### config.mk
export PLATFORM = sky130hd
export DESIGN_NAME = dbg_match_unit
export DESIGN_NICKNAME = d
export VERILOG_FILES = /design/src/rtl/dbg_match_pkg.sv /design/src/rtl/dbg_bkpt_bank.sv /design/src/rtl/dbg_wpt_bank.sv /design/src/rtl/dbg_event_ctl.sv /design/src/rtl/dbg_match_unit.sv
export SDC_FILE = /design/constraint.sdc
export NUM_CORES = 1
export LEC_CHECK = 0
export BUFFER_PORTS_ARGS = -buffer_cell sky130_fd_sc_hd__buf_2
export CAP_MARGIN = 15
export CORE_UTILIZATION = 50
export CTS_CLUSTER_DIAMETER = 30
export DETAILED_ROUTE_END_ITERATION = 10
export GPL_ROUTABILITY_DRIVEN = 0
export PLACE_DENSITY = 0.65
export SYNTH_ARGS = -nofsm -noshare
export SYNTH_HDL_FRONTEND = slang
export SYNTH_SLANG_ARGS = --single-unit
### constraint.sdc
create_clock -name clk -period 3.1 [get_ports clk]
set_input_delay 0.31 -clock clk [delete_from_list [all_inputs] [get_ports clk]]
set_output_delay 0.31 -clock clk [all_outputs]
set_load 0.02 [all_outputs]
### src/rtl/dbg_match_pkg.sv
package dbg_match_pkg;

  localparam int unsigned DW = 32;

  localparam logic [2:0] OP_MISC = 3'd0;
  localparam logic [2:0] OP_BVAL = 3'd4;
  localparam logic [2:0] OP_BCTL = 3'd5;
  localparam logic [2:0] OP_WVAL = 3'd6;
  localparam logic [2:0] OP_WCTL = 3'd7;

  localparam logic [3:0] IDX_IDENT  = 4'd0;
  localparam logic [3:0] IDX_STATUS = 4'd1;

  localparam int unsigned CTL_EN       = 0;
  localparam int unsigned CTL_PRIV_LSB = 1;
  localparam int unsigned CTL_TYPE_LSB = 3;
  localparam int unsigned CTL_SEL_LSB  = 5;

  localparam int unsigned ST_ENTRY_LSB = 2;
  localparam int unsigned ST_HALT      = 14;
  localparam int unsigned ST_MON       = 15;

  typedef enum logic [3:0] {
    ENTRY_NONE  = 4'h0,
    ENTRY_BKPT  = 4'h1,
    ENTRY_WASYN = 4'h2,
    ENTRY_WSYN  = 4'hA
  } entry_e;

  // privilege qualifier: 1 privileged, 2 user, 3 either, 0 never
  function automatic logic mode_ok(input logic [1:0] qual, input logic user);
    logic ok;
    case (qual)
      2'd1:    ok = ~user;
      2'd2:    ok = user;
      2'd3:    ok = 1'b1;
      default: ok = 1'b0;
    endcase
    return ok;
  endfunction

  // lanes touched inside one word, cut at the word end
  function automatic logic [3:0] lane_mask(input logic [1:0] size, input logic [1:0] off);
    logic [3:0] base;
    case (size)
      2'd0:    base = 4'b0001;
      2'd1:    base = 4'b0011;
      default: base = 4'b1111;
    endcase
    return base << off;
  endfunction

endpackage

### src/rtl/dbg_bkpt_bank.sv
module dbg_bkpt_bank
  import dbg_match_pkg::*;
#(
  parameter int unsigned NUM = 4
) (
  input  logic          clk,
  input  logic          rst_n,
  input  logic          val_we,
  input  logic          ctl_we,
  input  logic [3:0]    idx,
  input  logic [DW-1:0] wdata,
  input  logic          fetch_valid,
  input  logic [DW-1:0] fetch_addr,
  input  logic          user_mode,
  output logic          any_hit,
  output logic [DW-1:0] val_rd,
  output logic [DW-1:0] ctl_rd
);

  localparam int unsigned SEL_W = 4;
  localparam int unsigned WA_W  = DW - 2;

  logic [WA_W-1:0]  val_w  [NUM];
  logic             en_w   [NUM];
  logic [1:0]       priv_w [NUM];
  logic [SEL_W-1:0] sel_w  [NUM];
  logic [NUM-1:0]   hit_vec;

  for (genvar g = 0; g < NUM; g++) begin : g_pair
    logic             pick;
    logic             val_ld, ctl_ld;
    logic [WA_W-1:0]  val_q, val_d;
    logic             en_q, en_d;
    logic [1:0]       priv_q, priv_d;
    logic [SEL_W-1:0] sel_q, sel_d;

    assign pick   = (idx == 4'(g));
    assign val_ld = val_we & pick;
    assign ctl_ld = ctl_we & pick;

    always_comb begin
      val_d  = wdata[DW-1:2];
      en_d   = wdata[CTL_EN];
      priv_d = wdata[CTL_PRIV_LSB +: 2];
      sel_d  = wdata[CTL_SEL_LSB +: SEL_W];
    end

    always_ff @(posedge clk or negedge rst_n) begin
      if (!rst_n) begin
        val_q  <= '0;
        en_q   <= 1'b0;
        priv_q <= '0;
        sel_q  <= '0;
      end else begin
        if (val_ld) val_q <= val_d;
        if (ctl_ld) begin
          en_q   <= en_d;
          priv_q <= priv_d;
          sel_q  <= sel_d;
        end
      end
    end

    assign val_w[g]  = val_q;
    assign en_w[g]   = en_q;
    assign priv_w[g] = priv_q;
    assign sel_w[g]  = sel_q;

    assign hit_vec[g] = fetch_valid & en_q & mode_ok(priv_q, user_mode)
                      & (fetch_addr[DW-1:2] == val_q)
                      & sel_q[fetch_addr[1:0]];
  end

  assign any_hit = |hit_vec;

  always_comb begin
    val_rd = '0;
    ctl_rd = '0;
    for (int i = 0; i < NUM; i++) begin
      if (idx == 4'(i)) begin
        val_rd = {val_w[i], 2'b00};
        ctl_rd = {{(DW-CTL_SEL_LSB-SEL_W){1'b0}}, sel_w[i], 2'b00, priv_w[i], en_w[i]};
      end
    end
  end

endmodule

### src/rtl/dbg_wpt_bank.sv
module dbg_wpt_bank
  import dbg_match_pkg::*;
#(
  parameter int unsigned NUM      = 2,
  parameter bit          WIDE_SEL = 1'b1
) (
  input  logic          clk,
  input  logic          rst_n,
  input  logic          val_we,
  input  logic          ctl_we,
  input  logic [3:0]    idx,
  input  logic [DW-1:0] wdata,
  input  logic          dacc_valid,
  input  logic [DW-1:0] dacc_addr,
  input  logic [1:0]    dacc_size,
  input  logic          dacc_store,
  input  logic          user_mode,
  output logic          any_hit,
  output logic [DW-1:0] val_rd,
  output logic [DW-1:0] ctl_rd
);

  localparam int unsigned SEL_W = WIDE_SEL ? 8 : 4;
  localparam int unsigned WA_W  = DW - 2;

  logic [WA_W-1:0]  val_w  [NUM];
  logic             en_w   [NUM];
  logic [1:0]       priv_w [NUM];
  logic [1:0]       type_w [NUM];
  logic [SEL_W-1:0] sel_w  [NUM];
  logic [NUM-1:0]   hit_vec;
  logic [3:0]       lanes;

  assign lanes = lane_mask(dacc_size, dacc_addr[1:0]);

  for (genvar g = 0; g < NUM; g++) begin : g_pair
    logic             pick;
    logic             val_ld, ctl_ld;
    logic [WA_W-1:0]  val_q, val_d;
    logic             en_q, en_d;
    logic [1:0]       priv_q, priv_d;
    logic [1:0]       type_q, type_d;
    logic [SEL_W-1:0] sel_q, sel_d;
    logic             dir_ok, lo_hit, hi_hit;

    assign pick   = (idx == 4'(g));
    assign val_ld = val_we & pick;
    assign ctl_ld = ctl_we & pick;

    always_comb begin
      val_d  = wdata[DW-1:2];
      en_d   = wdata[CTL_EN];
      priv_d = wdata[CTL_PRIV_LSB +: 2];
      type_d = wdata[CTL_TYPE_LSB +: 2];
      sel_d  = wdata[CTL_SEL_LSB +: SEL_W];
    end

    always_ff @(posedge clk or negedge rst_n) begin
      if (!rst_n) begin
        val_q  <= '0;
        en_q   <= 1'b0;
        priv_q <= '0;
        type_q <= '0;
        sel_q  <= '0;
      end else begin
        if (val_ld) val_q <= val_d;
        if (ctl_ld) begin
          en_q   <= en_d;
          priv_q <= priv_d;
          type_q <= type_d;
          sel_q  <= sel_d;
        end
      end
    end

    assign dir_ok = dacc_store ? type_q[1] : type_q[0];
    assign lo_hit = (dacc_addr[DW-1:2] == val_q) & (|(lanes & sel_q[3:0]));

    if (WIDE_SEL) begin : g_wide
      logic [WA_W-1:0] next_word;
      assign next_word = val_q + WA_W'(1);
      assign hi_hit = (dacc_addr[DW-1:2] == next_word) & (|(lanes & sel_q[SEL_W-1:4]));
    end else begin : g_narrow
      assign hi_hit = 1'b0;
    end

    assign hit_vec[g] = dacc_valid & en_q & mode_ok(priv_q, user_mode)
                      & dir_ok & (lo_hit | hi_hit);

    assign val_w[g]  = val_q;
    assign en_w[g]   = en_q;
    assign priv_w[g] = priv_q;
    assign type_w[g] = type_q;
    assign sel_w[g]  = sel_q;
  end

  assign any_hit = |hit_vec;

  always_comb begin
    val_rd = '0;
    ctl_rd = '0;
    for (int i = 0; i < NUM; i++) begin
      if (idx == 4'(i)) begin
        val_rd = {val_w[i], 2'b00};
        ctl_rd = {{(DW-CTL_SEL_LSB-SEL_W){1'b0}}, sel_w[i], type_w[i], priv_w[i], en_w[i]};
      end
    end
  end

endmodule

### src/rtl/dbg_event_ctl.sv
module dbg_event_ctl
  import dbg_match_pkg::*;
(
  input  logic       clk,
  input  logic       rst_n,
  input  logic       stat_we,
  input  logic       mon_wr,
  input  logic       halt_wr,
  input  logic       bp_hit,
  input  logic       wp_hit,
  input  logic       wp_precise,
  output logic       mon_en,
  output logic       halt_en,
  output logic       evt,
  output logic [3:0] entry
);

  logic       mon_q, halt_q, evt_q;
  logic [3:0] entry_q;
  logic       fire;
  entry_e     entry_d;

  always_comb begin
    fire = mon_q & (bp_hit | wp_hit);
    if (bp_hit)          entry_d = ENTRY_BKPT;
    else if (wp_precise) entry_d = ENTRY_WSYN;
    else                 entry_d = ENTRY_WASYN;
  end

  always_ff @(posedge clk or negedge rst_n) begin
    if (!rst_n) begin
      mon_q   <= 1'b0;
      halt_q  <= 1'b0;
      evt_q   <= 1'b0;
      entry_q <= ENTRY_NONE;
    end else begin
      evt_q <= fire;
      if (stat_we) begin
        mon_q  <= mon_wr;
        halt_q <= halt_wr;
      end
      if (fire) entry_q <= entry_d;
    end
  end

  assign mon_en  = mon_q;
  assign halt_en = halt_q;
  assign evt     = evt_q;
  assign entry   = entry_q;

endmodule

### src/rtl/dbg_match_unit.sv
module dbg_match_unit
  import dbg_match_pkg::*;
#(
  parameter int unsigned NUM_BP   = 4,
  parameter int unsigned NUM_WP   = 2,
  parameter bit          WIDE_SEL = 1'b1,
  parameter int unsigned DBG_VER  = 3
) (
  input  logic        clk,
  input  logic        rst_n,
  input  logic        reg_we,
  input  logic [2:0]  reg_op,
  input  logic [3:0]  reg_idx,
  input  logic [31:0] reg_wdata,
  output logic [31:0] reg_rdata,
  input  logic        cpu_user,
  input  logic        fetch_valid,
  input  logic [31:0] fetch_addr,
  input  logic        dacc_valid,
  input  logic [31:0] dacc_addr,
  input  logic [1:0]  dacc_size,
  input  logic        dacc_store,
  input  logic        dacc_precise,
  output logic        dbg_event,
  output logic [3:0]  dbg_entry
);

  localparam logic [31:0] IDENT_WORD = {4'(NUM_WP - 1), 4'(NUM_BP - 1), 4'h0,
                                        4'(DBG_VER), 16'h0000};

  logic          mon_en, halt_en;
  logic          bp_hit, wp_hit;
  logic          bval_we, bctl_we, wval_we, wctl_we, stat_we;
  logic [DW-1:0] bval_rd, bctl_rd, wval_rd, wctl_rd;
  logic [DW-1:0] status_word;

  always_comb begin
    bval_we = reg_we & (reg_op == OP_BVAL);
    wval_we = reg_we & (reg_op == OP_WVAL);
    bctl_we = reg_we & (reg_op == OP_BCTL) & ~halt_en;
    wctl_we = reg_we & (reg_op == OP_WCTL) & ~halt_en;
    stat_we = reg_we & (reg_op == OP_MISC) & (reg_idx == IDX_STATUS);
  end

  dbg_bkpt_bank #(.NUM(NUM_BP)) bkpt_i (
    .clk         (clk),
    .rst_n       (rst_n),
    .val_we      (bval_we),
    .ctl_we      (bctl_we),
    .idx         (reg_idx),
    .wdata       (reg_wdata),
    .fetch_valid (fetch_valid),
    .fetch_addr  (fetch_addr),
    .user_mode   (cpu_user),
    .any_hit     (bp_hit),
    .val_rd      (bval_rd),
    .ctl_rd      (bctl_rd)
  );

  dbg_wpt_bank #(.NUM(NUM_WP), .WIDE_SEL(WIDE_SEL)) wpt_i (
    .clk        (clk),
    .rst_n      (rst_n),
    .val_we     (wval_we),
    .ctl_we     (wctl_we),
    .idx        (reg_idx),
    .wdata      (reg_wdata),
    .dacc_valid (dacc_valid),
    .dacc_addr  (dacc_addr),
    .dacc_size  (dacc_size),
    .dacc_store (dacc_store),
    .user_mode  (cpu_user),
    .any_hit    (wp_hit),
    .val_rd     (wval_rd),
    .ctl_rd     (wctl_rd)
  );

  dbg_event_ctl evt_i (
    .clk        (clk),
    .rst_n      (rst_n),
    .stat_we    (stat_we),
    .mon_wr     (reg_wdata[ST_MON]),
    .halt_wr    (reg_wdata[ST_HALT]),
    .bp_hit     (bp_hit),
    .wp_hit     (wp_hit),
    .wp_precise (dacc_precise),
    .mon_en     (mon_en),
    .halt_en    (halt_en),
    .evt        (dbg_event),
    .entry      (dbg_entry)
  );

  always_comb begin
    status_word = '0;
    status_word[ST_MON]  = mon_en;
    status_word[ST_HALT] = halt_en;
    status_word[ST_ENTRY_LSB +: 4] = dbg_entry;
  end

  always_comb begin
    reg_rdata = '0;
    case (reg_op)
      OP_MISC: begin
        if (reg_idx == IDX_IDENT)       reg_rdata = IDENT_WORD;
        else if (reg_idx == IDX_STATUS) reg_rdata = status_word;
      end
      OP_BVAL: reg_rdata = bval_rd;
      OP_BCTL: reg_rdata = bctl_rd;
      OP_WVAL: reg_rdata = wval_rd;
      OP_WCTL: reg_rdata = wctl_rd;
      default: reg_rdata = '0;
    endcase
  end

endmodule

; Yosys cells after proc, flatten, opt, wreduce, memory -nomap -nowiden
; Index checks and enable logic that the tools add are counted.
[totals]
regBits = 241
in_bits = 113
output_inout_bits = 37
elab_cells = 169
[classes]
n_addsub = 2
order_cmp = 1
eq_ne = 34
n_shift = 1
mux = 34
bitwise_logic = 58
reduce_logical = 9
[ops]
columns = cell, count
row1 = 32-bit 2-to-1 mux, 9
row2 = 30-bit == test, 8
row3 = 32-bit one-hot mux with 5 select lines, 1
row4 = "30-bit by 1-bit adder with 30-bit output, second input constant", 2
row5 = 1-bit AND, 49
row6 = 29-bit 2-to-1 mux, 1
row7 = 13-bit 2-to-1 mux, 2
row8 = "2-bit == test, second input constant", 12
row9 = 4-bit OR reduction, 5
row10 = 1-bit one-hot mux with 3 select lines, 6
row11 = 4-bit AND, 4
row12 = 16-bit 2-to-1 mux, 1
row13 = "2-bit by 1-bit == test with 1-bit output, second input constant", 7
row14 = "3-bit == test, second input constant", 4
row15 = 9-bit 2-to-1 mux, 1
row16 = 1-bit binary-select mux with 2-bit select, 4
row17 = "4-bit by 2-bit == test with 1-bit output, second input constant", 2
row18 = 4-bit 2-to-1 mux, 2
row19 = 4-bit one-hot mux with 2 select lines, 1
row20 = 1-bit 2-to-1 mux, 6
row21 = "4-bit by 1-bit == test with 1-bit output, second input constant", 1
row22 = 4-bit zero test, 1
row23 = 4-bit by 2-bit << shifter with 4-bit output, 1
row24 = 3-bit zero test, 1
row25 = 5 further kinds, 8

; Longest topological paths before layout
; Gate-level depths: netlist (run 1).
[logic_depth]
word_depth = 11
mapped_depth = 11
ltp_nobuf = 10

; Hierarchy
; From an unflattened synthesis (run 1), not the netlist that was laid out.
[unflattened]
cells_unflattened = 1450
area_unflattened_um2 = 15890.2
[modules_own_cells]
columns = module, n_inst, cells_per_inst, area_each_um2
row1 = dbg_bkpt_bank, 1, 657, 8140.3
row2 = dbg_wpt_bank, 1, 669, 6404.9
row3 = dbg_match_unit, 1, 105, 1102.3
row4 = dbg_event_ctl, 1, 19, 242.7

; Worst setup path before layout (run 1)
; OpenSTA, ideal clock, no wires.
[synth_path]
kind = register -> register
start = reg wpt_i.g_pair[0].val_q[0]
end = reg evt_i.entry_q[0] (netlist: evt_i.entry[0])
setup_time_ns = 0.126
arrival_ns = 2.679
required_ns = 2.974
setup_slack_ns = 0.294
stages_incl_launch_ff = 10
path_buffers = 0
period_less_slack_ns = 2.806
path_cell_list = dfrtp_1 ha_1 and4_1 nand3_1 or3_1 or4_1 a21o_2 or4_4 a21oi_1 o21ai_0
[synth_via]
elab_chain_len = 8
word_cells_on_any_way = 10
classes_between = add/sub: 1 / eq/ne: 2 / bitwise: 6 / reduce/logical: 1
[synth_lines]
columns = element, line_no
row1 = "start, declared", dbg_wpt_bank.sv:39  ; logic [WA_W-1:0] val_q, val_d;
row2 = "start signal, assigned", dbg_wpt_bank.sv:66  ; if (val_ld) val_q <= val_d;
row3 = 30-bit by 1-bit adder with 30-bit output, dbg_wpt_bank.sv:81  ; assign next_word = val_q + WA_W'(1);
row4 = 30-bit == test, dbg_wpt_bank.sv:82  ; assign hi_hit = (dacc_addr[DW-1:2] == next_word) & (|(lanes & sel_q[SEL_W-1:4]));
row5 = 1-bit AND, dbg_wpt_bank.sv:82
row6 = 1-bit bitwise OR (*), dbg_wpt_bank.sv:88  ; & dir_ok & (lo_hit | hi_hit);
row7 = 1-bit AND (*), dbg_wpt_bank.sv:88
row8 = 2-bit OR reduction (*), dbg_wpt_bank.sv:97  ; assign any_hit = |hit_vec;
row9 = 1-bit bitwise OR (*), dbg_event_ctl.sv:24  ; fire = mon_q & (bp_hit | wp_hit);
row10 = 1-bit AND (*), dbg_event_ctl.sv:24
row11 = "end signal, assigned", dbg_event_ctl.sv:42  ; if (fire) entry_q <= entry_d;
row12 = "end, declared", dbg_event_ctl.sv:19  ; logic [3:0] entry_q;
; Every way passes the cells marked *; elsewhere a longest branch is shown, timed or not.
; A chain may end at the register's enable or synchronous reset.

; Worst setup path after layout (run 1)
[layout_path]
start = reg wpt_i.g_pair[0].val_q[0]
end = reg evt_i.entry_q[3] (netlist: evt_i.entry[3])
; Same word-level chain as after synthesis.

==> results.txt, run 1 <==
The flow ran to the end, and the final reports show no timing, DRC or antenna violations. The total nets after synthesis is between 1500 and 2000. The cell family contributing the most delay on the critical path is simple AND/OR/NAND/NOR gates. The global route total overflow is 0. The number of slew-limit violations in the final report is 0. For met2 alone, demand over resource in global routing was between 50 and 60%.

Measured along the y axis, the die boundary spans between 150 and 200 um. The transition at the pin with the smallest max-transition slack is just under 0.9 ns. The number of enable flip-flop cells after synthesis came out at 0. The number of instances in the synthesized netlist came out at 1506.

Together, buffers and inverters on the worst path number 0. The violation count after the first detailed-routing iteration is between 1500 and 2000. TritonCTS built the clock tree. The total via count after detailed routing came out at 13523. The number of distinct library cells after synthesis is 71. The tree built by TritonCTS fans out to 240 sinks.

The total power is between 10 and 15 mW. The most frequently used flop master after synthesis is sky130_fd_sc_hd__dfrtp_1. The peak-usage layer in the global routing report is met2.

The placeable core area is approximately 0.03 mm^2. The clock buffer count from CTS came out at between 50 and 60. Tracing the worst setup path back leads to its startpoint at wpt_i.g_pair[0].val_q[0]$_DFFE_PN0P_. The worst setup path is captured at a flip-flop. The relative slew slack is approximately two fifths. The pin count of the biggest net entering global routing is 82. The share of cells above drive strength 1 is approximately a third. The cell at the slowest stage of the critical path is sky130_fd_sc_hd__or4_4. The final critical path time including I/O delays and setup is a little over 3 ns. Across the run, the number of max-cap violations was 0. In the synthesized netlist the async set-or-reset flop fraction comes to 100.0%. In this run the worst path has a maximum fanout of 4. The I/O pin total came out at 150. The initial antenna violation count is 1.

At the worst endpoint, the required time is 3.52 ns. The number of warnings reported in the yosys synthesis log is 0. The met1 track demand over resource is 47.83%.

The share of the clock period used by the worst path after layout came out at a little over nine tenths. The post-CTS clock slew at the launch and capture registers of the worst setup and hold paths is 0.05 ns. The synthesized area per cell is 10.02 um^2. The layout has about 2500 filler cells. The peak per-stage delay on the critical path came out at 0.53 ns. The area enclosed by the die boundary came out at 0.03089 mm^2. The worst supply voltage drop on vdd is around 460 uV. The effective utilization at floorplan came out at between 50 and 60%.

The wire-length estimate of the detail-placed layout is slightly below 40000 um. The first-pass GRT wire length is about 79000 um. The number of storage elements in the synthesis netlist is between 200 and 250. Data on the critical path arrives at its endpoint at 3.45 ns. The count of H-tree levels built during CTS came out at 2. The maximum clock frequency is roughly 330 MHz.

The worst setup path category is flip-flop to flip-flop. Counting instances, the worst hold path has a depth of 2. At the later pin of the worst-skew pair, clock insertion delay measures a little under 0.6 ns. The global-route usage over all layers came out at around 34%.

The post-route antenna net violation count came out at 0. The routed wire length came out at approximately 53000 um. The number of optimization iterations in the first detailed-route pass is 5. Across the routed clock network, the largest skew measured is about 0.044 ns. The tree is rooted in a sky130_fd_sc_hd__clkbuf_16.

Traced cell by cell, the critical path runs through ha_1 -> and4_2 -> nand3_2 -> or3_1 -> or4_1 -> a21o_2 -> or4_4 -> a31oi_1 -> o21bai_1. The number of cells on the worst reg-to-reg path came out at 9. The die width came out at approximately 180 um. The sort of element at the start of the critical path is a flip-flop.

The area growth from synthesis to layout came out at 23.73%. The met3 track demand over resource is between 6 and 7%. The average via count per standard cell is about 6.4. The maximum clock insertion buffer count came out at 3. The leakage power came out at 8.567 nW. The average detailed-routed wire length per instance came out at roughly 25 um. The worst register-to-register path begins at wpt_i.g_pair[0].val_q[0]$_DFFE_PN0P_. The synthesized netlist occupies a cell area of 0.01510 mm^2. The classification of the worst-slack hold path is input pin to flip-flop.

The number of endpoints with negative hold slack in the final report was 0. The floorplan has 63 rows. The core utilization of the finished layout is a little over three fifths. The number of global-route vias before repair is between 10000 and 15000. The count of endpoints failing setup in the final report came out at 0.

The startpoint identified for the worst hold timing path is reg_wdata[1]. The number of antenna diodes is 0. The final net count is 1800.

After detailed routing, the number of remaining DRC violations is 0. Sequential elements use between 30% and 40% of the synthesized area. The critical path runs through a total of 9 cells.

The count of input and output buffers came out at around 150. The power per cell area came out at 612.4 mW/mm^2.
==> layout make-up <==
class / count / area, um^2 / share of cell area (%)
Multi-Input combinational cell: 1156 / 8738 / 46.78
Sequential cell: 240 / 6017 / 32.21
Clock buffer: 77 / 1653 / 8.849
Timing Repair Buffer: 214 / 1299 / 6.953
Tap cell: 390 / 488.0 / 2.612
Clock inverter: 31 / 427.9 / 2.291
Inverter: 15 / 56.30 / 0.3014
==> worst paths after layout <==
kind | endpoint | slack (ns)
worst max-delay path | evt_i.entry[3]$_DFFE_PN0P_ | 0.07
worst min-delay path | bkpt_i.g_pair[1].priv_q[0]$_DFFE_PN0P_ | 0.08
worst max register to register | evt_i.entry[3]$_DFFE_PN0P_ | 0.07
worst min register to register | bkpt_i.g_pair[0].sel_q[1]$_DFFE_PN0P_ | 0.53
max in group asynchronous | bkpt_i.g_pair[3].val_q[19]$_DFFE_PN0P_ | 1.89
min in group asynchronous | bkpt_i.g_pair[1].val_q[2]$_DFFE_PN0P_ | 0.32
==> sequential cells by signal, summed over array words and instances (netlist names), 2 cells and up <==
register              flops
bkpt_i.g_pair.en_q        4
bkpt_i.g_pair.priv_q      8
bkpt_i.g_pair.sel_q      16
bkpt_i.g_pair.val_q     120
evt_i.entry               3
wpt_i.g_pair.en_q         2
wpt_i.g_pair.priv_q       4
wpt_i.g_pair.sel_q       16
wpt_i.g_pair.type_q       4
wpt_i.g_pair.val_q       60
==> cell usage after synthesis, types with 6 or more instances <==
cell	n	area share (%)
sky130_fd_sc_hd__xnor2_1	45	2.6
sky130_fd_sc_hd__dfrtp_1	240	40
sky130_fd_sc_hd__o22ai_1	24	0.99
sky130_fd_sc_hd__and4_1	13	0.75
sky130_fd_sc_hd__o22a_1	7	0.41
sky130_fd_sc_hd__nand3_1	42	1.4
sky130_fd_sc_hd__xor2_1	158	9.2
sky130_fd_sc_hd__nand2_1	99	2.5
sky130_fd_sc_hd__o21ai_0	67	2.2
sky130_fd_sc_hd__o221ai_1	10	0.58
sky130_fd_sc_hd__nor3_1	34	1.1
sky130_fd_sc_hd__a22oi_1	41	2.0
sky130_fd_sc_hd__nand4_1	36	1.5
sky130_fd_sc_hd__nor2_1	73	1.8
sky130_fd_sc_hd__a21oi_1	89	3.0
sky130_fd_sc_hd__buf_2	6	0.20
sky130_fd_sc_hd__mux2_2	235	18
sky130_fd_sc_hd__nor4_1	42	1.7
sky130_fd_sc_hd__mux2i_1	15	0.99
sky130_fd_sc_hd__buf_1	10	0.25
sky130_fd_sc_hd__clkbuf_1	76	1.9
sky130_fd_sc_hd__and3_1	12	0.50
sky130_fd_sc_hd__inv_1	15	0.37
==> power by group <==
| group | internal, mW | switching, mW | total [mW] |
|---|---|---|---|
| Sequential | 3.40 | 0.290 | 3.69 |
| Combinational | 0.582 | 0.829 | 1.41 |
| Clock | 4.39 | 1.95 | 6.34 |
==> kinds of logic (layout without fill, tap and decap cells) <==
family | count (synthesis) | after routing | share of synthesized area, %
buf+inv | 110 | 337 | 2.859
flops | 240 | 240 | 39.78
simple gates | 398 | 398 | 13.70
xor+xnor | 203 | 203 | 11.78
mux | 254 | 254 | 19.12
compound gates | 297 | 297 | 12.51
fa+ha+maj | 3 | 3 | 0.2320
other cells | 1 | 1 | 0.02484
==> placed cells by master, fill, tap and decap left out, types with 6 or more instances in the layout <==
master	n
sky130_fd_sc_hd__mux2_2	235
sky130_fd_sc_hd__dfrtp_1	231
sky130_fd_sc_hd__xor2_1	158
sky130_fd_sc_hd__buf_2	147
sky130_fd_sc_hd__nand2_1	99
sky130_fd_sc_hd__a21oi_1	88
sky130_fd_sc_hd__nor2_1	73
sky130_fd_sc_hd__o21ai_0	67
sky130_fd_sc_hd__buf_4	61
sky130_fd_sc_hd__clkbuf_16	58
sky130_fd_sc_hd__xnor2_1	45
sky130_fd_sc_hd__a22oi_1	41
sky130_fd_sc_hd__nand3_1	40
sky130_fd_sc_hd__nor4_1	40
sky130_fd_sc_hd__nand4_1	36
sky130_fd_sc_hd__nor3_1	31
sky130_fd_sc_hd__o22ai_1	24
sky130_fd_sc_hd__mux2i_1	15
sky130_fd_sc_hd__inv_1	15
sky130_fd_sc_hd__clkbuf_8	13
sky130_fd_sc_hd__and3_1	12
sky130_fd_sc_hd__and4_1	12
sky130_fd_sc_hd__o221ai_1	10
sky130_fd_sc_hd__dfrtp_2	9
sky130_fd_sc_hd__bufinv_16	8
sky130_fd_sc_hd__o22a_1	7
sky130_fd_sc_hd__clkinv_2	7
sky130_fd_sc_hd__clkinvlp_4	7
sky130_fd_sc_hd__clkbuf_1	6
sky130_fd_sc_hd__clkinv_4	6
==> per-stage QoR <==
| step | hold slack [ns] | setup WS [ns] | area (um^2) | cells | TNS [ns] |
|---|---|---|---|---|---|
| final | 0.07957 | 0.06627 | 18680 | 2123 | 0 |
| after global routing | 0.06695 | -0.06259 | 18680 | 2123 | -0.1266 |
| after CTS | 0.06850 | 0.0007772 | 18570 | 2118 | 0 |
| after detailed placement | 0.3496 | 0.06752 | 16480 | 2009 | 0 |
| after global placement | 0.3343 | 0.1561 | 16480 | 2009 | 0 |
| after floorplan | 0.01441 | 0.2944 | 15100 | 1506 | 0 |
==> worst register-to-register path, stage by stage, from the launching register on <==
cell                       delay [ns]
sky130_fd_sc_hd__dfrtp_1         0.38
sky130_fd_sc_hd__ha_1            0.18
sky130_fd_sc_hd__and4_2          0.29
sky130_fd_sc_hd__nand3_2         0.15
sky130_fd_sc_hd__or3_1           0.43
sky130_fd_sc_hd__or4_1           0.41
sky130_fd_sc_hd__a21o_2          0.24
sky130_fd_sc_hd__or4_4           0.53
sky130_fd_sc_hd__a31oi_1         0.19
sky130_fd_sc_hd__o21bai_1        0.09
==> routing by layer <==
| layer | wire, um | share of wire (%) |
|---|---|---|
| met1 | 22230 | 42 |
| met2 | 23670 | 45 |
| met3 | 4805 | 9.1 |
| met4 | 2052 | 3.9 |
| met5 | 13 | 0.025 |
==> repair_timing <==
item,in CTS,in global routing
hold endpoints to repair,78,0
resized for setup,1,19
endpoints found under the setup margin,2,4
pin swaps,0,2
hold buffers,1,0
setup buffers,0,5
(Power assumes the default switching activity.)
==> inputs of run 2 (changes only) <==
--- a/config.mk
+++ b/config.mk
@@ -12,6 +12,7 @@
 export DETAILED_ROUTE_END_ITERATION = 10
 export GPL_ROUTABILITY_DRIVEN = 0
 export PLACE_DENSITY = 0.65
+export RECOVER_POWER = 100
 export SYNTH_ARGS = -nofsm -noshare
 export SYNTH_HDL_FRONTEND = slang
 export SYNTH_SLANG_ARGS = --single-unit
==> run 2 against run 1 <==
The flow now finishes with violations (capacitance limit, slew limit). Final cell count unchanged. Clock-buffer cell count unchanged. Worst hold slack worse by 0.0016 ns. Flip-flop and latch count is the same. Sequential share of layout area is 0.20 points higher. Die area stayed put. Clock skew is 0.00066 ns lower. Register-to-register slack barely moved. Via count down 0.19%. Critical endpoint is now reg_rdata[17].
==> results.txt, run 2 (same netlist as run 1, synthesis figures left out) <==
The worst flop-to-flop path startpoint is wpt_i.g_pair[0].val_q[0]$_DFFE_PN0P_ (unchanged). Registers with the most flip-flops: bkpt_i.g_pair.val_q: 120 flops, wpt_i.g_pair.val_q: 60 flops (unchanged). The placeable core area came out at 0.02964 mm^2 (unchanged). The number of endpoints with negative hold slack in the final report came to 0 (unchanged). The cell count of the worst hold path is 2 (unchanged).

The final net count is 1800 (unchanged). The global-route usage over all layers is 34.22% (unchanged). The global route total overflow is 0 (unchanged). The first-pass GRT wire length came out at 79470 um (unchanged).

The number of optimization iterations in the first detailed-route pass is 7 (was 5). The hold path startpoint is reg_wdata[1] (unchanged). The classification of the worst-slack hold path is input pin to flip-flop (unchanged). The number of global-route vias before repair was 13164 (unchanged). The core utilization of the finished layout came to 62.64% (was 63.02%). The critical-path maximum fanout came out at 20 (was 4). The register-to-register setup slack was 0.07 ns (about the same). The number of antenna diodes came out at 0 (unchanged).

The leakage power came out at 8.390 nW (was 8.567 nW). The I/O pin total is 150 (unchanged). The die extent in y came out at 175.8 um (unchanged).

The storage element area is 0.006017 mm^2 (unchanged). The share of the clock period used by the worst path after layout is 98.47% (was 97.86%). The critical register-to-register path endpoint is evt_i.entry[3]$_DFFE_PN0P_ (unchanged). The number of cells on the worst reg-to-reg path is 9 (unchanged).

The site row count came out at 63 (unchanged). The worst path arrival time was 2.74 ns (was 3.45 ns). Run status: finished with violations (was finished, final reports clean). The average via count per standard cell is 6.358 (was 6.370).

The clock buffer count from CTS is 58 (unchanged). The transition at the pin with the smallest max-transition slack came to 2.108 ns (was 0.8694 ns). Commonest non-fill, non-tap cells in the layout: sky130_fd_sc_hd__mux2_2, sky130_fd_sc_hd__dfrtp_1, sky130_fd_sc_hd__xor2_1 (unchanged). The maximum clock insertion buffer count is 3 (unchanged).

The share of cells above drive strength 1 came out at 31.85% (was 34.28%). The nature of the critical path endpoint is an output pin (was flip-flop). The checks that failed: capacitance limit, slew limit. The routed wire length came out at 52860 um (was 52770 um).

The total power came out at 11.43 mW (was 11.44 mW). The count of max-cap constraint violations came out at 2 (was 0). The final worst clock skew is 0.04380 ns (was 0.04446 ns). The total via count after detailed routing is 13497 (was 13523). The TritonCTS clock tree was built (unchanged). The relative slew slack came out at -40.50% (was 41.51%). The largest register by flop count is bkpt_i.g_pair.val_q (unchanged).

The post-CTS clock slew at the launch and capture registers of the worst setup and hold paths came out at 0.05 ns (about the same). The clock root buffer master is sky130_fd_sc_hd__clkbuf_16 (unchanged). The worst supply voltage drop on vdd came to 456.7 uV (was 456.3 uV). The final HPWL from detailed placement is 38480 um (unchanged). The clock insertion delay at the later pin of the skew report came out at 0.58 ns (about the same). The violation count after the first detailed-routing iteration came out at 1404 (was 1524). The area growth from synthesis to layout was 22.98% (was 23.73%). The effective utilization at floorplan came to 50.94% (unchanged). The clock sink count is 240 (unchanged). The number of slew-limit violations in the final report is 114 (was 0). The post-route antenna net violation count was 0 (unchanged). The count of H-tree levels built during CTS is 2 (unchanged). The required arrival time at the worst endpoint came to 2.79 ns (was 3.52 ns). The number of flip-flops under the largest register name is 120 (unchanged).

The count of input and output buffers came out at 148 (unchanged). The die width is 175.8 um (unchanged). The worst setup path category is input pin to output pin (was flip-flop to flip-flop). The initial antenna violation count is 1 (unchanged). The power per cell area is 615.8 mW/mm^2 (was 612.4 mW/mm^2). The average detailed-routed wire length per instance is 24.90 um (was 24.85 um). The multi-input combinational cell area came out at 0.008732 mm^2 (was 0.008738 mm^2).

The sort of element at the start of the critical path is an input pin (was flip-flop). The final setup TNS is 0 ns (unchanged). The final critical path time including I/O delays and setup came out at 3.052 ns (was 3.034 ns).

The maximum clock frequency is 327.6 MHz (was 329.6 MHz). The hold-critical path endpoint is bkpt_i.g_pair[1].priv_q[0]$_DFFE_PN0P_ (unchanged). The area enclosed by the die boundary came out at 0.03089 mm^2 (unchanged). The most common library cell in the layout ignoring fill and taps is sky130_fd_sc_hd__mux2_2 (unchanged). The count of endpoints failing setup in the final report came out at 0 (unchanged). The number of fill cells in the layout is 2508 (was 2467). The pin count of the biggest net entering global routing is 82 (unchanged). The number of remaining DRC errors is 0 (unchanged).
==> run 2: worst max path at each step <==
| stage | startpoint | end |
|---|---|---|
| 3_5_place_dp | wpt_i.g_pair[0].val_q[1]$_DFFE_PN0P_ | evt_i.entry[0]$_DFFE_PN0P_ |
| 4_1_cts | wpt_i.g_pair[0].val_q[1]$_DFFE_PN0P_ | evt_i.entry[0]$_DFFE_PN0P_ |
| 6_report | reg_idx[0] | reg_rdata[17] |
| 2_1_floorplan | wpt_i.g_pair[0].val_q[0]$_DFFE_PN0P_ | evt_i.entry[0]$_DFFE_PN0P_ |
| 3_3_place_gp | wpt_i.g_pair[0].val_q[1]$_DFFE_PN0P_ | evt_i.entry[0]$_DFFE_PN0P_ |
| 5_1_grt | wpt_i.g_pair[0].val_q[0]$_DFFE_PN0P_ | evt_i.entry[3]$_DFFE_PN0P_ |
==> run 2: worst max-delay path, cell delays in order <==
cell	delay [ns]
sky130_fd_sc_hd__buf_2	0.20
sky130_fd_sc_hd__nor3_2	0.09
sky130_fd_sc_hd__nand2_1	0.55
sky130_fd_sc_hd__clkbuf_2	0.61
sky130_fd_sc_hd__nor2_1	0.08
sky130_fd_sc_hd__a21oi_1	0.15
sky130_fd_sc_hd__a21oi_1	0.08
sky130_fd_sc_hd__o221ai_1	0.42
sky130_fd_sc_hd__clkbuf_2	0.26
==> run 2: layout make-up <==
cell class / count / area share, %
Clock buffer: 77 / 8.902
Clock inverter: 31 / 2.305
Inverter: 15 / 0.3033
Multi-Input combinational cell: 1156 / 47.03
Sequential cell: 240 / 32.41
Tap cell: 390 / 2.628
Timing Repair Buffer: 214 / 6.422
==> run 2: per-stage QoR <==
stage	area [um^2]	hold WS, ns	std cells	setup WS, ns
after floorplan	15100	0.01441	1506	0.2944
after global placement	16480	0.3343	2009	0.1561
after detailed placement	16480	0.3496	2009	0.06752
after CTS	18570	0.06850	2118	0.0007772
after global routing	18570	0.06697	2123	-0.06259
final	18570	0.07795	2123	0.04753
==> run 2: layer usage <==
layer	GRT usage (%)	vias up	wire length (um)
met1	47.83	6672	22050
li1	-	5939	-
met5	0	-	13
met3	6.364	134	5084
met2	52.01	750	23600
met4	14.24	2	2106
==> run 2: power by group <==
group / leakage (nW) / switching, mW / internal (mW)
Clock: 1.00 / 1.95 / 4.39
Combinational: 4.16 / 0.828 / 0.577
Sequential: 3.23 / 0.290 / 3.40
==> run 2: timing repair <==
action,CTS,global route
hold endpoints to repair,78,0
resized for setup,1,19
hold buffers,1,0
buffers inserted,0,5
pin swaps,0,2
setup endpoints to repair,2,4
==> inputs of run 3 (changes only) <==
--- a/config.mk
+++ b/config.mk
@@ -13,6 +13,7 @@
 export GPL_ROUTABILITY_DRIVEN = 0
 export PLACE_DENSITY = 0.65
 export RECOVER_POWER = 100
+export REMOVE_ABC_BUFFERS = 1
 export SYNTH_ARGS = -nofsm -noshare
 export SYNTH_HDL_FRONTEND = slang
 export SYNTH_SLANG_ARGS = --single-unit
==> run 3 against run 2 <==
The run still ends with capacitance limit, slew limit left. Combinational power about the same. Clock-buffer cell count down 8. Via count up 0.58%. Core utilization shrank 0.44 points. Sequential power about the same. Critical endpoint is now evt_i.entry[3]$_DFFE_PN0P_. Highest routed layer unchanged.
==> results.txt, run 3 (same netlist as run 1, synthesis figures left out) <==
The total placed cells including tap cells came out at 2008 (was 2009). The I/O pin total is 150 (unchanged). The average detailed-routed wire length per instance came out at 24.73 um (was 24.90 um). The core utilization of the finished layout is 62.20% (was 62.64%). The number of optimization iterations in the first detailed-route pass is 6 (was 7). The least setup slack across all paths after layout came out at 0.07047 ns (was 0.04753 ns). The share of the clock period used by the worst path after layout is 97.73% (was 98.47%).

The average via count per standard cell was 6.403 (was 6.358). The number of remaining DRC errors is 0 (unchanged). The die width is 175.8 um (unchanged).

The transition at the pin with the smallest max-transition slack came out at 1.527 ns (was 2.108 ns). The site row count is 63 (unchanged). The effective utilization at floorplan is 50.94% (unchanged).

The final design instance area without fill came out at 0.01844 mm^2 (was 0.01857 mm^2). The total via count after detailed routing came out at 13575 (was 13497). The number of flip-flops under the largest register name was 120 (unchanged). Run status: finished with violations (unchanged). The count of input and output buffers came out at 148 (unchanged). The final net count is 1796 (was 1800).

The final setup TNS is 0 ns (unchanged). The final worst clock skew is 0.02043 ns (was 0.04380 ns). The die extent in y came to 175.8 um (unchanged). The required arrival time at the worst endpoint came to 3.58 ns (was 2.79 ns). The clock root buffer master is sky130_fd_sc_hd__clkbuf_16 (unchanged).

The TritonCTS clock tree is built (unchanged). The final HPWL from detailed placement is 38100 um (was 38480 um). The count of endpoints failing setup in the final report came out at 0 (unchanged). The final critical path time including I/O delays and setup is 3.030 ns (was 3.052 ns). The routed wire length came out at 52440 um (was 52860 um). The clock buffer count from CTS was 56 (was 58). The worst path arrival time is 3.51 ns (was 2.74 ns).

The area enclosed by the die boundary came out at 0.03089 mm^2 (unchanged). Registers with the most flip-flops: bkpt_i.g_pair.val_q: 120 flops, wpt_i.g_pair.val_q: 60 flops (unchanged). Violations in the final reports: capacitance limit, slew limit (unchanged). The post-route non-filler standard cell count was 2120 (was 2123). The classification of the worst-slack hold path was input pin to flip-flop (unchanged).

The worst setup path category is flip-flop to flip-flop (was input pin to output pin). The relative slew slack was -1.803% (was -40.50%). The pin count of the biggest net entering global routing is 91 (was 82). The violation count after the first detailed-routing iteration is 1585 (was 1404). The maximum clock insertion buffer count is 3 (unchanged). The placeable core area is 0.02964 mm^2 (unchanged). The global-route usage over all layers is 34.07% (was 34.22%). The area growth from synthesis to layout is 22.11% (was 22.98%). The final-layout worst hold slack came out at 0.06773 ns (was 0.07795 ns). The worst slack after detailed placement is -0.009652 ns (was 0.06752 ns).

The clock sink count came out at 240 (unchanged). The critical-path maximum fanout came out at 5 (was 20). The power per cell area is 616.0 mW/mm^2 (was 615.8 mW/mm^2).

The sort of element at the start of the critical path is a flip-flop (was input pin). The register-to-register setup slack came out at 0.07 ns (about the same). The post-route antenna net violation count came out at 0 (unchanged). The worst supply voltage drop on vdd is 446.0 uV (was 456.7 uV). The number of global-route vias before repair was 13023 (was 13164). The count of max-cap constraint violations is 1 (was 2). The global route total overflow came out at 0 (unchanged). The most common library cell in the layout ignoring fill and taps was sky130_fd_sc_hd__dfrtp_1 (was sky130_fd_sc_hd__mux2_2). The largest register by flop count was bkpt_i.g_pair.val_q (unchanged). The nature of the critical path endpoint is a flip-flop (was output pin). The leakage power is 8.359 nW (was 8.390 nW). The share of cells above drive strength 1 came out at 30.88% (was 31.85%). The initial antenna violation count is 2 (was 1).

The clock insertion delay at the later pin of the skew report is 0.57 ns (was 0.58 ns). Commonest non-fill, non-tap cells in the layout: sky130_fd_sc_hd__dfrtp_1, sky130_fd_sc_hd__mux2_2, sky130_fd_sc_hd__xor2_1 (was sky130_fd_sc_hd__mux2_2, sky130_fd_sc_hd__dfrtp_1, sky130_fd_sc_hd__xor2_1). The post-CTS clock slew at the launch and capture registers of the worst setup and hold paths was 0.05 ns (about the same). The total power came to 11.36 mW (was 11.43 mW). The maximum clock frequency came to 330.1 MHz (was 327.6 MHz). The post-placement cell area came out at 0.01647 mm^2 (was 0.01648 mm^2).

The number of slew-limit violations in the final report came out at 22 (was 114). The first-pass GRT wire length came to 79450 um (was 79470 um). The number of endpoints with negative hold slack in the final report is 0 (unchanged). The count of H-tree levels built during CTS is 2 (unchanged).
## run 3: worst paths after layout
path,start,cells after the start,end
worst max-delay path,wpt_i.g_pair[0].val_q[0]$_DFFE_PN0P_,9,evt_i.entry[3]$_DFFE_PN0P_
worst min-delay path,reg_wdata[1],2,bkpt_i.g_pair[0].priv_q[0]$_DFFE_PN0P_
worst max register to register,wpt_i.g_pair[0].val_q[0]$_DFFE_PN0P_,9,evt_i.entry[3]$_DFFE_PN0P_
worst min register to register,bkpt_i.g_pair[0].sel_q[0]$_DFFE_PN0P_,1,bkpt_i.g_pair[0].sel_q[0]$_DFFE_PN0P_
max in group asynchronous,rst_n,3,bkpt_i.g_pair[2].val_q[22]$_DFFE_PN0P_
min in group asynchronous,rst_n,2,wpt_i.g_pair[0].sel_q[2]$_DFFE_PN0P_
## run 3: metal layers
layer  vias to the layer above  global-route usage (%)  wire, um
met1                      6757                   48.35     22110
met4                         2                   10.91      1620
met5                         -                       0        13
met2                       778                   51.91     23410
li1                       5927                       -         -
met3                       111                   6.948      5281
## run 3: final cells by class
type                            count  area, um^2
Fill cell                        2590       11200
Multi-Input combinational cell   1156        8695
Sequential cell                   240        6012
Clock buffer                       69        1540
Timing Repair Buffer              212        1146
Clock inverter                     37       495.5
Tap cell                          390       488.0
Inverter                           15       56.30
Antenna cell                        1       2.502
## run 3: timing repair
item / in CTS / in global routing
setup endpoints to repair: 1 / 3
setup buffers: 0 / 4
endpoints found under the hold margin: 85 / 0
resized for setup: 1 / 9
cloned: 0 / 0
pin swaps: 0 / 1
hold buffers: 1 / 0
## run 3: power by group
group | switching (mW) | total, mW | internal (mW)
clock network | 2.00 | 6.28 | 4.29
registers | 0.284 | 3.68 | 3.40
logic | 0.821 | 1.39 | 0.569
total | 3.10 | 11.4 | 8.25
## run 3: worst max-delay path: stages (launching register included)
cell,delay [ns]
sky130_fd_sc_hd__dfrtp_2,0.40
sky130_fd_sc_hd__ha_2,0.22
sky130_fd_sc_hd__and4_1,0.26
sky130_fd_sc_hd__nand3_2,0.13
sky130_fd_sc_hd__or3_1,0.42
sky130_fd_sc_hd__or4_1,0.42
sky130_fd_sc_hd__a21o_2,0.24
sky130_fd_sc_hd__or4_4,0.54
sky130_fd_sc_hd__a211oi_2,0.18
sky130_fd_sc_hd__o21bai_1,0.13
